==> config.mk <==
export PLATFORM = sky130hd
export DESIGN_NAME = a20_reset_ctl
export DESIGN_NICKNAME = d
export VERILOG_FILES = /design/src/rtl/a20_pkg.sv /design/src/rtl/a20_port_reg.sv /design/src/rtl/a20_pulse_timer.sv /design/src/rtl/a20_addr_mask.sv /design/src/rtl/a20_reset_ctl.sv
export SDC_FILE = /design/constraint.sdc
export NUM_CORES = 1
export LEC_CHECK = 0
export ABC_CLOCK_PERIOD_IN_PS = 2700
export BUFFER_PORTS_ARGS = -buffer_cell sky130_fd_sc_hd__buf_2
export CAP_MARGIN = 0
export CELL_PAD_IN_SITES_DETAIL_PLACEMENT = 0
export CELL_PAD_IN_SITES_GLOBAL_PLACEMENT = 1
export CORE_MARGIN = 2
export CORE_UTILIZATION = 37
export CTS_BUF_LIST = sky130_fd_sc_hd__clkbuf_8
export DETAILED_ROUTE_END_ITERATION = 12
export PLACE_DENSITY_LB_ADDON = 0.08
export SLEW_MARGIN = 20
export SYNTH_ARGS = -nofsm -noshare
export SYNTH_HDL_FRONTEND = slang
export SYNTH_SLANG_ARGS = --single-unit
==> constraint.sdc <==
create_clock -name clk_i -period 2.7 [get_ports clk_i]
set_input_delay 0.54 -clock clk_i [delete_from_list [all_inputs] [get_ports clk_i]]
set_output_delay 0.54 -clock clk_i [all_outputs]
set_load 0.01 [all_outputs]
==> src/rtl/a20_pkg.sv <==
package a20_pkg;
  localparam int unsigned PORT_W     = 8;
  localparam int unsigned MASK_W     = 4;
  localparam int unsigned RST_BIT    = 0;
  localparam int unsigned GATE_BIT   = 1;
  localparam int unsigned WRAP_BIT   = 20;
  localparam logic [PORT_W-1:0] PORT_RESET = 8'hDF;
endpackage

==> src/rtl/a20_port_reg.sv <==
module a20_port_reg
  import a20_pkg::*;
(
  input  logic              clk_i,
  input  logic              rst_ni,
  input  logic              we_i,
  input  logic [PORT_W-1:0] wdata_i,
  output logic [PORT_W-1:0] q_o
);
  always_ff @(posedge clk_i or negedge rst_ni) begin
    if (!rst_ni)   q_o <= PORT_RESET;
    else if (we_i) q_o <= wdata_i;
  end

  p_write_whole_r2: assert property (@(posedge clk_i) disable iff (!rst_ni)
    we_i |=> (q_o == $past(wdata_i)));
endmodule

==> src/rtl/a20_pulse_timer.sv <==
module a20_pulse_timer
  import a20_pkg::*;
#(
  parameter int unsigned PULSE_CYC = 24
) (
  input  logic              clk_i,
  input  logic              rst_ni,
  input  logic              req_i,
  input  logic [MASK_W-1:0] mask_i,
  output logic [MASK_W-1:0] low_o,
  output logic              busy_o
);
  localparam int unsigned CW = (PULSE_CYC > 1) ? $clog2(PULSE_CYC) : 1;
  localparam logic [CW-1:0] LOAD = CW'(PULSE_CYC - 1);

  logic [CW-1:0] cnt_q;
  logic          start;

  // all-ones mask selects nothing, so it never occupies the timer
  assign start = req_i && !busy_o && (mask_i != '1);

  always_ff @(posedge clk_i or negedge rst_ni) begin
    if (!rst_ni) begin
      cnt_q  <= '0;
      low_o  <= '0;
      busy_o <= 1'b0;
    end else if (busy_o) begin
      if (cnt_q == '0) begin
        busy_o <= 1'b0;
        low_o  <= '0;
      end else begin
        cnt_q <= cnt_q - 1'b1;
      end
    end else if (start) begin
      busy_o <= 1'b1;
      low_o  <= ~mask_i;
      cnt_q  <= LOAD;
    end
  end

  p_load_len_r4: assert property (@(posedge clk_i) disable iff (!rst_ni)
    $rose(busy_o) |-> (cnt_q == LOAD));
  p_no_restart_r6: assert property (@(posedge clk_i) disable iff (!rst_ni)
    (busy_o && cnt_q != '0) |=> (busy_o && $stable(low_o) && cnt_q == $past(cnt_q) - 1'b1));
  p_all_ones_idle_r5: assert property (@(posedge clk_i) disable iff (!rst_ni)
    (!busy_o && req_i && mask_i == '1) |=> !busy_o);
  p_low_only_busy_r4: assert property (@(posedge clk_i) disable iff (!rst_ni)
    !busy_o |-> (low_o == '0));
endmodule

==> src/rtl/a20_addr_mask.sv <==
module a20_addr_mask
  import a20_pkg::*;
#(
  parameter int unsigned ADDR_W = 24
) (
  input  logic              clk_i,
  input  logic              rst_ni,
  input  logic              gate_i,
  input  logic [ADDR_W-1:0] addr_i,
  output logic [ADDR_W-1:0] addr_o
);
  localparam logic [ADDR_W-1:0] WRAP_CLR = ~(ADDR_W'(1) << WRAP_BIT);

  always_ff @(posedge clk_i or negedge rst_ni) begin
    if (!rst_ni)     addr_o <= '0;
    else if (gate_i) addr_o <= addr_i;
    else             addr_o <= addr_i & WRAP_CLR;
  end

  p_wrap_r7: assert property (@(posedge clk_i) disable iff (!rst_ni)
    !gate_i |=> (addr_o[WRAP_BIT] == 1'b0));
  p_pass_r8: assert property (@(posedge clk_i) disable iff (!rst_ni)
    gate_i |=> (addr_o == $past(addr_i)));
endmodule

==> src/rtl/a20_reset_ctl.sv <==
module a20_reset_ctl
  import a20_pkg::*;
#(
  parameter int unsigned CLK_PER_US = 4,
  parameter int unsigned PULSE_US   = 6,
  parameter int unsigned ADDR_W     = 24
) (
  input  logic              clk_i,
  input  logic              rst_ni,
  input  logic              port_we_i,
  input  logic [7:0]        port_wdata_i,
  output logic [7:0]        port_rdata_o,
  input  logic              pulse_req_i,
  input  logic [3:0]        pulse_mask_i,
  input  logic [ADDR_W-1:0] addr_i,
  output logic [ADDR_W-1:0] addr_o,
  output logic              sys_reset_no,
  output logic              a20_gate_o
);
  localparam int unsigned PULSE_CYC = PULSE_US * CLK_PER_US;

  logic [PORT_W-1:0] port_q;
  logic [PORT_W-1:0] pins;
  logic [MASK_W-1:0] low;
  logic              busy;

  a20_port_reg u_port (
    .clk_i, .rst_ni, .we_i(port_we_i), .wdata_i(port_wdata_i), .q_o(port_q)
  );

  a20_pulse_timer #(.PULSE_CYC(PULSE_CYC)) u_timer (
    .clk_i, .rst_ni, .req_i(pulse_req_i), .mask_i(pulse_mask_i),
    .low_o(low), .busy_o(busy)
  );

  assign pins         = port_q & ~{{(PORT_W-MASK_W){1'b0}}, low};
  assign sys_reset_no = pins[RST_BIT];
  assign a20_gate_o   = pins[GATE_BIT];
  assign port_rdata_o = port_q;

  a20_addr_mask #(.ADDR_W(ADDR_W)) u_mask (
    .clk_i, .rst_ni, .gate_i(a20_gate_o), .addr_i, .addr_o
  );

  p_idle_follow_r3: assert property (@(posedge clk_i) disable iff (!rst_ni)
    !busy |-> (sys_reset_no == port_rdata_o[RST_BIT] && a20_gate_o == port_rdata_o[GATE_BIT]));
  p_pulse_low_r4: assert property (@(posedge clk_i) disable iff (!rst_ni)
    (busy && low[RST_BIT]) |-> !sys_reset_no);
  p_gate_pulse_r9: assert property (@(posedge clk_i) disable iff (!rst_ni)
    (busy && low[GATE_BIT]) |=> (addr_o[WRAP_BIT] == 1'b0));
endmodule

==> results of run 1 <==
[worst min path at each step]
stage	from	endpoint	slack [ns]	cells past startpoint
after floorplan	rst_ni	u_mask.addr_o[0]$_DFF_PN0_	0.24	0
after CTS	addr_i[4]	u_mask.addr_o[4]$_DFF_PN0_	0.34	1
after detailed placement	u_port.q_o[5]$_DFFE_PN0P_	u_port.q_o[5]$_DFFE_PN0P_	0.51	1
after global placement	u_port.q_o[5]$_DFFE_PN0P_	u_port.q_o[5]$_DFFE_PN0P_	0.47	1
after global routing	addr_i[12]	u_mask.addr_o[12]$_DFF_PN0_	0.33	1
final	addr_i[12]	u_mask.addr_o[12]$_DFF_PN0_	0.35	1
[registers in the layout, summed over array words and instances, names as in the netlist]
register and flops:
u_port.q_o 8, u_timer.low_o 2, u_mask.addr_o 24, u_timer.cnt_q 5, u_timer.busy_o 1
[placed cells by master, fill, tap and decap left out, types with 2 or more instances in the layout]
cell	instances
o21ai_0	2
mux2_1	8
clkbuf_8	5
buf_2	73
nand2b_1	4
dfstp_2	7
nor2b_1	4
nor3_1	2
dfrtp_1	33
inv_1	2
o21ai_1	2
a21oi_1	4
nand2_1	3
clkinv_2	2
nor2_1	2
[stage by stage]
stage / cell area (sq um) / power (uW)
after CTS: 1840 / 1470
after global placement: 1750 / 1060
after global routing: 1840 / 1550
after detailed placement: 1750 / 1080
after floorplan: 1330 / 957
final: 1840 / 1450
[layer usage]
layer | routed length, um | vias up | track usage, %
met4 | 19 | 0 | 5.71
met1 | 985 | 446 | 13.7
met3 | 256 | 2 | 6.69
met2 | 1390 | 48 | 25.8
li1 | - | 451 | -
met5 | 0 | - | 0
[cell type report]
class	count	area (sq um)	area share (%)
clock buffers	5	68.8	3.74
clock inverters	3	18.8	1.02
inverters	2	7.51	0.408
multi-input cells	42	312	16.9
flip-flops and latches	40	1010	54.9
well taps	46	57.6	3.13
repair buffers	73	365	19.9
[power by group through the flow]
stage / sequential, uW / clock (uW) / combinational [uW]
floorplan: 782 / 0 / 174
global placement: 776 / 0 / 287
detailed placement: 785 / 0 / 299
CTS: 774 / 400 / 300
global route: 789 / 419 / 337
finish: 774 / 378 / 294
[kinds of logic after synthesis]
group,Yosys count,share of synthesized area (%)
multiplexers,8,6.76
flip-flops,40,75.8
AND/OR/NAND/NOR,22,10.6
adder cells (fa/ha/maj),1,0.939
AO/OA/AOI/OAI,11,5.07
buffers and inverters,3,0.845
==> flow_summary_export.csv, run 1 <==
group,metric,value,unit
run_status,outcome,"finished clean",
global_routing,antenna_found_initial,0,
pwr,pwr_density_cell,786,mW/mm^2
place,place.gp.congestion,0.642,
final_layout,final_core_util,54.3,%
pwr,clkPwrFrac,26.1,%
detailed_routing,firstDrtPassIters,3,
logic_synthesis,ys_warn_count,0,
worst_setup_path,rr_endpoint,"u_timer.cnt_q[1]$_DFFE_PN0P_",
global_routing,grt.overflow.total,0,
detailed_routing,vias_per_cell,4.49,
global_routing,grt_pass1_wl,4290,um
worst_hold_path,min_path_type,"in2reg",
timing,maxSlewHeadroom,44.1,%
detailed_routing,drt_iter0_drc,21,
detailed_routing,ant_nets,0,
worst_setup_path,slowest_delay,0.53,ns
floorplanning,initial_core_util,39.3,%
worst_setup_path,critPathLaunchType,"flop",
place,dp_hpwl,1980,um
pwr,power_frac_comb,20.3,%
floorplanning,core_area,0.00339,sq mm
global_routing,track_usage,14.2,%
cts,clock_sinks,40,
worst_setup_path,cp.arrival,1.09,ns
logic_synthesis,synth_edf_count,0,
cts,cts_tree,"yes",
worst_setup_path,crit_cells,2,
floorplanning,die_h,64.0,um
worst_setup_path,reg2reg_depth,5,
floorplanning,ios,74,
worst_setup_path,end_kind,"primary output",
logic_synthesis,async_reset_ff_share,100,%
timing,drv_slew,0,
place,place_inst,203,
detailed_routing,wire_per_inst,12.6,um
timing,holdWs,0.354,ns
final_layout,nets,205,
logic_synthesis,ys_top_cells_by_area,"dfrtp_1, dfstp_2, mux2_1",
cts,ctsResizeCount,0,
timing,setup_viol,0,
pwr,seqPwrFrac,53.5,%
logic_synthesis,synth_common_cells,"dfrtp_1, mux2_1, dfstp_2",
worst_setup_path,crit_family,"flip-flops",
detailed_routing,drc,0,
worst_setup_path,reg2reg_setup_slack,1.15,ns
worst_setup_path,path_buf_inv,1,
cts,clock-root-buffer,"clkbuf_8",
floorplanning,die_width,64.0,um
logic_synthesis,syn_inst,85,
worst_setup_path,critPathKind,"reg2out",
final_layout,area_growth,38.0,%
timing,rsz0062_at_grt,"no",
timing,hold_violations,0,
cts,clkLatencyLatePin,0.28,ns
timing,fin_crit_sh,60.5,%
timing,finalWorstSetupSlack,1.07,ns
logic_synthesis,avgSynthCellArea,15.7,sq um
logic_synthesis,ys.flop_type,"dfrtp_1",
pwr,p_switching,411,uW
final_layout,nFillCells,301,
timing,finClkSkew,0.00456,ns
floorplanning,row_count,21,
floorplanning,dieArea,0.00410,sq mm
timing,maxClockFrequency,612,MHz
logic_synthesis,yosys.cell_types.count,24,
place,pre_cts_ws,1.17,ns
cts,post_cts_buffers,0,
detailed_routing,vias,947,
timing,worst_slew_pin_slew,0.838,ns
final_layout,final_cells,211,
logic_synthesis,yosys.area.top_type,"dfrtp_1",
worst_setup_path,crit_start,"u_port.q_o[1]$_DFFE_PN1P_",
logic_synthesis,synth_top_area_share,62.0,%
pwr,p_int,1030,uW
timing,period_needed,1.63,ns
cts,holdBufCountCts,0,
logic_synthesis,synth_nets,126,
worst_setup_path,path_cells,"nor2b_1 > buf_2",
logic_synthesis,synth.yosys.seq_area_share,75.8,%
worst_setup_path,rr_startpoint,"u_timer.cnt_q[0]$_DFFE_PN0P_",
place,io_buffers,73,
worst_setup_path,cp-endpoint,"a20_gate_o",
pwr,power_leakage,0.000925,uW
worst_setup_path,path_max_fanout,3,
worst_setup_path,cp_slowest_cell,"dfstp_2",
logic_synthesis,yosysMostFrequentCell,"dfrtp_1",
pwr,swShare,28.4,%
worst_setup_path,crit_required,2.16,ns
final_layout,antenna_cells,0,
final_layout,layout-drive-gt1-share,54.5,%
cts,cts.htree.levels,2,
pwr,peakVddDrop,0.000400,V
detailed_routing,wl,2650,um
timing,final.setup.tns,0,ns
global_routing,grt_max_degree,41,
logic_synthesis,syn-cell-area,0.00133,sq mm
cts,cts.reportedPaths.clkPinSlew,0.08,ns
job,drv_cap,0,
cts,cts_max_path_buffers,2,
logic_synthesis,ys_ff_latch,40,
cts,cts_made_buffers,5,
global_routing,first_global_vias,977,
No activity file was read; power rests on OpenSTA's default activity.
==> run 2: changes to the inputs <==
ABC_AREA = 1   (was default)
ABC_CLOCK_PERIOD_IN_PS = 1690   (was 2700)
CORE_UTILIZATION = 34   (was 37)
clock period = 1.69 ns   (was 2.7 ns; I/O delays follow)
==> run 2 against run 1 <==
Register-to-register slack lost 0.67 ns. Count of clock-buffer cells in the layout up 2. Largest power group unchanged. Combinational power rose by 88%. Highest routed layer unchanged.
==> flow_summary_export.csv, run 2 <==
group,metric,value,unit
timing,maxSlewHeadroom,60.3,%
cts,clock_sinks,40,
floorplanning,ios,74,
logic_synthesis,ys.flop_type,"dfrtp_1",
timing,drv_slew,0,
cts,cts.htree.levels,2,
worst_setup_path,cp.arrival,1.09,ns
worst_setup_path,rr_endpoint,"u_timer.cnt_q[0]$_DFFE_PN0P_",
floorplanning,dieArea,0.00449,sq mm
detailed_routing,vias,973,
timing,worst_slew_pin_slew,0.596,ns
logic_synthesis,ys_top_cells_by_area,"dfrtp_1, dfstp_2, mux2_2",
worst_setup_path,reg2reg_setup_slack,0.48,ns
logic_synthesis,yosysMostFrequentCell,"dfrtp_1",
final_layout,top_register,"u_mask.addr_o",
timing,final.setup.tns,0,ns
global_routing,grt.overflow.total,0,
cts,holdBufCountCts,0,
pwr,peakVddDrop,0.000704,V
detailed_routing,drt_iter0_drc,37,
final_layout,largestRegisters,"u_mask.addr_o (24), u_port.q_o (8), u_timer.cnt_q (5)",
detailed_routing,wire_per_inst,12.0,um
logic_synthesis,ys_warn_count,0,
logic_synthesis,synth_fa_ha_area_share,0.927,%
global_routing,first_global_vias,1081,
worst_setup_path,crit_required,1.35,ns
final_layout,final_cell_mix,"buf_2, dfrtp_1, nand2_1, inv_1",
cts,clock-root-buffer,"clkbuf_8",
detailed_routing,ant_nets,0,
timing,setup_viol,0,
logic_synthesis,synth_top_family_by_area,"simple AND/OR/NAND/NOR gates",
place,dp_hpwl,2150,um
cts,cts_made_buffers,5,
logic_synthesis,ys_ff_latch,40,
logic_synthesis,yosys.cell_types.count,20,
pwr,total_power,2590,uW
worst_setup_path,crit_cells,3,
global_routing,grt_max_degree,29,
floorplanning,core_area,0.00374,sq mm
logic_synthesis,yosys.area.top_type,"dfrtp_1",
detailed_routing,drc,0,
timing,fin_crit_sh,84.4,%
detailed_routing,wl_met2,1360,um
timing,hold_violations,0,
worst_hold_path,min_path_type,"in2async",
floorplanning,die_h,67.0,um
pwr,power_leakage,0.000998,uW
worst_setup_path,crit_family,"flip-flops",
final_layout,largest_reg_flops,24,
worst_setup_path,path_max_fanout,3,
global_routing,grt_pass1_wl,4620,um
final_layout,antenna_cells,0,
worst_setup_path,slowest_delay,0.53,ns
final_layout,area_growth,41.6,%
worst_setup_path,path_cells,"inv_1 > nor2_1 > buf_2",
timing,maxClockFrequency,701,MHz
detailed_routing,vias_per_cell,4.27,
logic_synthesis,synth.yosys.seq_area_share,74.8,%
global_routing,antenna_found_initial,0,
detailed_routing,wirelength_met1,972,um
final_layout,layout-drive-gt1-share,58.3,%
cts,cts_max_path_buffers,2,
logic_synthesis,synth_mux_area_share,5.00,%
floorplanning,row_count,22,
logic_synthesis,syn-cell-area,0.00135,sq mm
worst_setup_path,cp-endpoint,"a20_gate_o",
timing,period_needed,1.43,ns
cts,ctsResizeCount,0,
global_routing,track_usage,14.6,%
logic_synthesis,syn_inst,98,
timing,finClkSkew,0.00128,ns
final_layout,nets,220,
worst_setup_path,reg2reg_depth,7,
logic_synthesis,synthXorXnorAreaFrac,0.649,%
worst_setup_path,cp_slowest_cell,"dfstp_2",
worst_setup_path,rr_startpoint,"u_timer.cnt_q[0]$_DFFE_PN0P_",
worst_setup_path,critPathLaunchType,"flop",
detailed_routing,firstDrtPassIters,2,
final_layout,final_core_util,51.1,%
worst_setup_path,path_buf_inv,2,
cts,post_cts_buffers,0,
cts,clkLatencyLatePin,0.29,ns
worst_setup_path,crit_start,"u_port.q_o[1]$_DFFE_PN1P_",
final_layout,multi_input_area,302,sq um
final_layout,final_common_cell,"buf_2",
logic_synthesis,async_reset_ff_share,100,%
detailed_routing,wl,2730,um
floorplanning,die_width,67.0,um
final_layout,nFillCells,357,
run_status,outcome,"finished clean",
logic_synthesis,yosys.area_share.simple,13.9,%
pwr,pwr_density_cell,1360,mW/mm^2
place,io_buffers,73,
worst_setup_path,critPathKind,"reg2out",
logic_synthesis,synth_compound_area_share,1.85,%
logic_synthesis,synth_common_cells,"dfrtp_1, nand2_1, inv_1",
job,drv_cap,0,
cts,cts_tree,"yes",
cts,cts.reportedPaths.clkPinSlew,0.07,ns
floorplanning,initial_core_util,36.1,%
timing,rsz0062_at_grt,"no",
worst_setup_path,end_kind,"primary output",
logic_synthesis,synth_nets,139,
logic_synthesis,avgSynthCellArea,13.8,sq um
logic_synthesis,synth_top_area_share,61.2,%
logic_synthesis,synth_edf_count,0,
timing,holdWs,0.0432,ns
final_layout,regArea,0.00101,sq mm
place,place.gp.congestion,0.714,
detailed_routing,wl_met3,352,um
detailed_routing,top_layer,"met4",
==> run 2: worst min path at each step <==
| stage | start | to | cells past startpoint |
|---|---|---|---|
| after floorplan | rst_ni | u_mask.addr_o[0]$_DFF_PN0_ | 0 |
| after global placement | rst_ni | u_mask.addr_o[4]$_DFF_PN0_ | 1 |
| after detailed placement | rst_ni | u_mask.addr_o[4]$_DFF_PN0_ | 1 |
| after CTS | rst_ni | u_mask.addr_o[4]$_DFF_PN0_ | 1 |
| after global routing | rst_ni | u_mask.addr_o[4]$_DFF_PN0_ | 1 |
| final | rst_ni | u_mask.addr_o[4]$_DFF_PN0_ | 1 |
==> run 2: layout make-up <==
type,count,area share [%]
clock buffers,7,5.04
clock inverters,1,1.57
inverters,9,1.77
multi-input cells,48,15.8
flip-flops and latches,40,52.8
well taps,48,3.14
repair buffers,75,19.9
==> run 2: where the power goes <==
part           internal (uW)  switching [uW]  total, uW
logic                    242             310        553
registers               1110            92.8       1200
clock network            521             317        838
==> run 2: kinds of logic after synthesis <==
family | Yosys count
compound gates | 5
xor+xnor | 1
fa+ha+maj | 1
buf+inv | 10
flops | 40
mux | 6
simple gates | 35
==> run 2: per-stage QoR <==
stage	instances	area (sq um)	worst slack, ns
6_report	228	1910	0.264
3_5_place_dp	220	1790	0.479
5_1_grt	228	1910	0.193
4_1_cts	228	1910	0.253
3_3_place_gp	220	1790	0.527
2_1_floorplan	98	1350	0.579
==> run 2: routing by layer <==
metal,vias up,track usage [%]
met5,-,0
met4,0,6.89
met3,6,8.28
met2,51,25.2
met1,445,13.9
li1,471,-
==> run 3: changes to the inputs <==
ABC_CLOCK_PERIOD_IN_PS = 1170   (was 1690)
CORE_UTILIZATION = 31   (was 34)
clock period = 1.17 ns   (was 1.69 ns; I/O delays follow)
==> run 3 against run 2 <==
The flow now finishes with violations (setup timing). Core utilization decreased by 1.6 points. Critical endpoint unchanged. Highest routed layer unchanged. Clock skew about the same. Critical path depth unchanged. Cell count increased by 2.6%. Clock power increased by 35%. Largest power group unchanged. Largest cell class unchanged. First-iteration DRC count decreased by 16%.
==> flow_summary_export.csv, run 3 (same netlist as run 2, synthesis figures left out) <==
group,metric,value,unit
cts,clkLatencyLatePin,0.29,ns
floorplanning,die_width,70.0,um
timing,setup_viol,3,
final_layout,final_cell_mix,"buf_2, dfrtp_1, nand2_1, buf_6, dfstp_2",
place,dp_hpwl,2120,um
final_layout,final_common_cell,"buf_2",
worst_setup_path,path_buf_inv,2,
detailed_routing,wl,2740,um
final_layout,final_core_util,49.5,%
worst_setup_path,path_max_fanout,2,
final_layout,final_cells,234,
worst_hold_path,min_from,"addr_i[19]",
timing,finalWorstSetupSlack,-0.146,ns
floorplanning,core_area,0.00409,sq mm
timing,maxSlewHeadroom,76.5,%
global_routing,grt_max_degree,27,
global_routing,grt_pass1_wl,4750,um
global_routing,grt.overflow.total,0,
final_layout,largest_reg_flops,24,
global_routing,first_global_vias,1011,
worst_setup_path,critPathKind,"reg2out",
cts,clock_sinks,40,
floorplanning,die_h,70.0,um
cts,cts_tree,"yes",
timing,rsz0062_at_grt,"yes",
timing,final.setup.tns,-0.346,ns
worst_setup_path,slowest_delay,0.55,ns
worst_setup_path,crit_start,"u_port.q_o[1]$_DFFE_PN1P_",
worst_setup_path,crit_family,"flip-flops",
worst_setup_path,rr_startpoint,"u_timer.cnt_q[1]$_DFFE_PN0P_",
final_layout,multi_input_area,332,sq um
detailed_routing,firstDrtPassIters,4,
worst_setup_path,cp.arrival,1.08,ns
detailed_routing,drc,0,
final_layout,nFillCells,385,
worst_hold_path,min_path_type,"in2reg",
timing,worst_slew_pin_slew,0.353,ns
cts,cts.htree.levels,2,
worst_setup_path,end_kind,"primary output",
worst_setup_path,critPathLaunchType,"flop",
detailed_routing,wire_per_inst,11.7,um
timing,finClkSkew,0.00132,ns
run_status,outcome,"complete, but fails checks",
place,pre_cts_ws,-0.00622,ns
floorplanning,dieArea,0.00490,sq mm
cts,cts_max_path_buffers,2,
worst_setup_path,cp_slowest_cell,"dfstp_2",
worst_setup_path,path_cells,"inv_2 > nor2_1 > buf_2",
timing,fin_crit_sh,112,%
timing,maxClockFrequency,760,MHz
job,drv_cap,0,
detailed_routing,vias_per_cell,4.23,
cts,cts_made_buffers,5,
pwr,pwr_density_cell,1920,mW/mm^2
cts,clock-root-buffer,"clkbuf_8",
place,io_buffers,73,
pwr,power_leakage,0.00102,uW
final_layout,largestRegisters,"u_mask.addr_o (24), u_port.q_o (8), u_timer.cnt_q (5)",
final_layout,antenna_cells,0,
final_layout,top_register,"u_mask.addr_o",
final_layout,layout-drive-gt1-share,62.0,%
cts,cts.reportedPaths.clkPinSlew,0.08,ns
final_layout,nets,224,
pwr,peakVddDrop,0.000906,V
timing,hold_violations,0,
place,place_inst,222,
timing,period_needed,1.32,ns
worst_setup_path,crit_required,0.94,ns
global_routing,track_usage,12.5,%
run_status,violations,"setup timing",
floorplanning,ios,74,
detailed_routing,drt_iter0_drc,31,
final_layout,regArea,0.00101,sq mm
place,place.gp.congestion,0.759,
final_layout,area_growth,49.8,%
detailed_routing,ant_nets,0,
floorplanning,initial_core_util,33.0,%
timing,drv_slew,0,
detailed_routing,vias,990,
floorplanning,row_count,23,
global_routing,antenna_found_initial,0,
==> run 3: cell types whose count changed in the layout (fill, tap and decap cells not counted), moves of 2 or more <==
cell      delta
buf_4        +2
inv_2        +3
nand2_2      +2
buf_6        +7
clkbuf_8     -2
inv_1        -3
buf_2        -7
nand2_1      -2
==> run 3: layout make-up <==
cell class,count,share of cell area (%)
sequential,40,49.9
clock inverter,3,2.29
timing repair buffer,79,23.2
tap,50,3.09
inverter,9,1.67
multi-input combinational,48,16.4
clock buffer,5,3.40
==> run 3: per-layer routing <==
layer | GRT usage [%] | vias up | part of all wire [%] | wire [um]
li1 | - | 483 | - | -
met1 | 12.8 | 461 | 37 | 1010
met2 | 21.9 | 41 | 53 | 1450
met3 | 5.77 | 5 | 8.8 | 242
met4 | 5.13 | 0 | 1.7 | 47
met5 | 0 | - | 0 | 0
==> run 3: power breakdown <==
group          internal, uW  total (uW)  switching, uW
clock network           642        1130            490
registers              1600        1750            151
logic                   487        1000            518
total                  2730        3890           1160
==> run 3: through the flow <==
step / total power, uW / instance area, sq um / hold slack, ns
after floorplan: 2280 / 1350 / -0.0616
after global placement: 2580 / 1800 / 0.162
after detailed placement: 2590 / 1800 / 0.166
after CTS: 3790 / 1970 / 0.0324
after global routing: 4180 / 2020 / 0.0164
final: 3890 / 2020 / 0.0422
==> run 3: repair_timing <==
item / CTS / global route
pin swaps: 1 / 2
hold buffers: 1 / 0
setup buffers: 1 / 2
setup endpoints to repair: 13 / 15
endpoints found under the hold margin: 7 / 0
resized for setup: 7 / 10
==> run 3: final timing paths <==
kind,cells after the start,slack (ns),to
worst max-delay path,3,-0.15,a20_gate_o
worst min-delay path,1,0.04,u_mask.addr_o[19]$_DFF_PN0_
worst max register to register,7,0.08,u_timer.cnt_q[1]$_DFFE_PN0P_
worst min register to register,1,0.46,u_mask.addr_o[20]$_DFF_PN0_
max in group asynchronous,3,0.34,u_timer.cnt_q[3]$_DFFE_PN0P_
min in group asynchronous,2,0.38,u_port.q_o[5]$_DFFE_PN0P_
==> run 3: worst reg2reg max path, stage by stage (launching register included) <==
cell and delay, ns:
dfrtp_1 0.41, inv_2 0.08, ha_4 0.16, nand3_4 0.08, nand2_4 0.10, inv_2 0.05
nand2_1 0.05, nand3_1 0.06
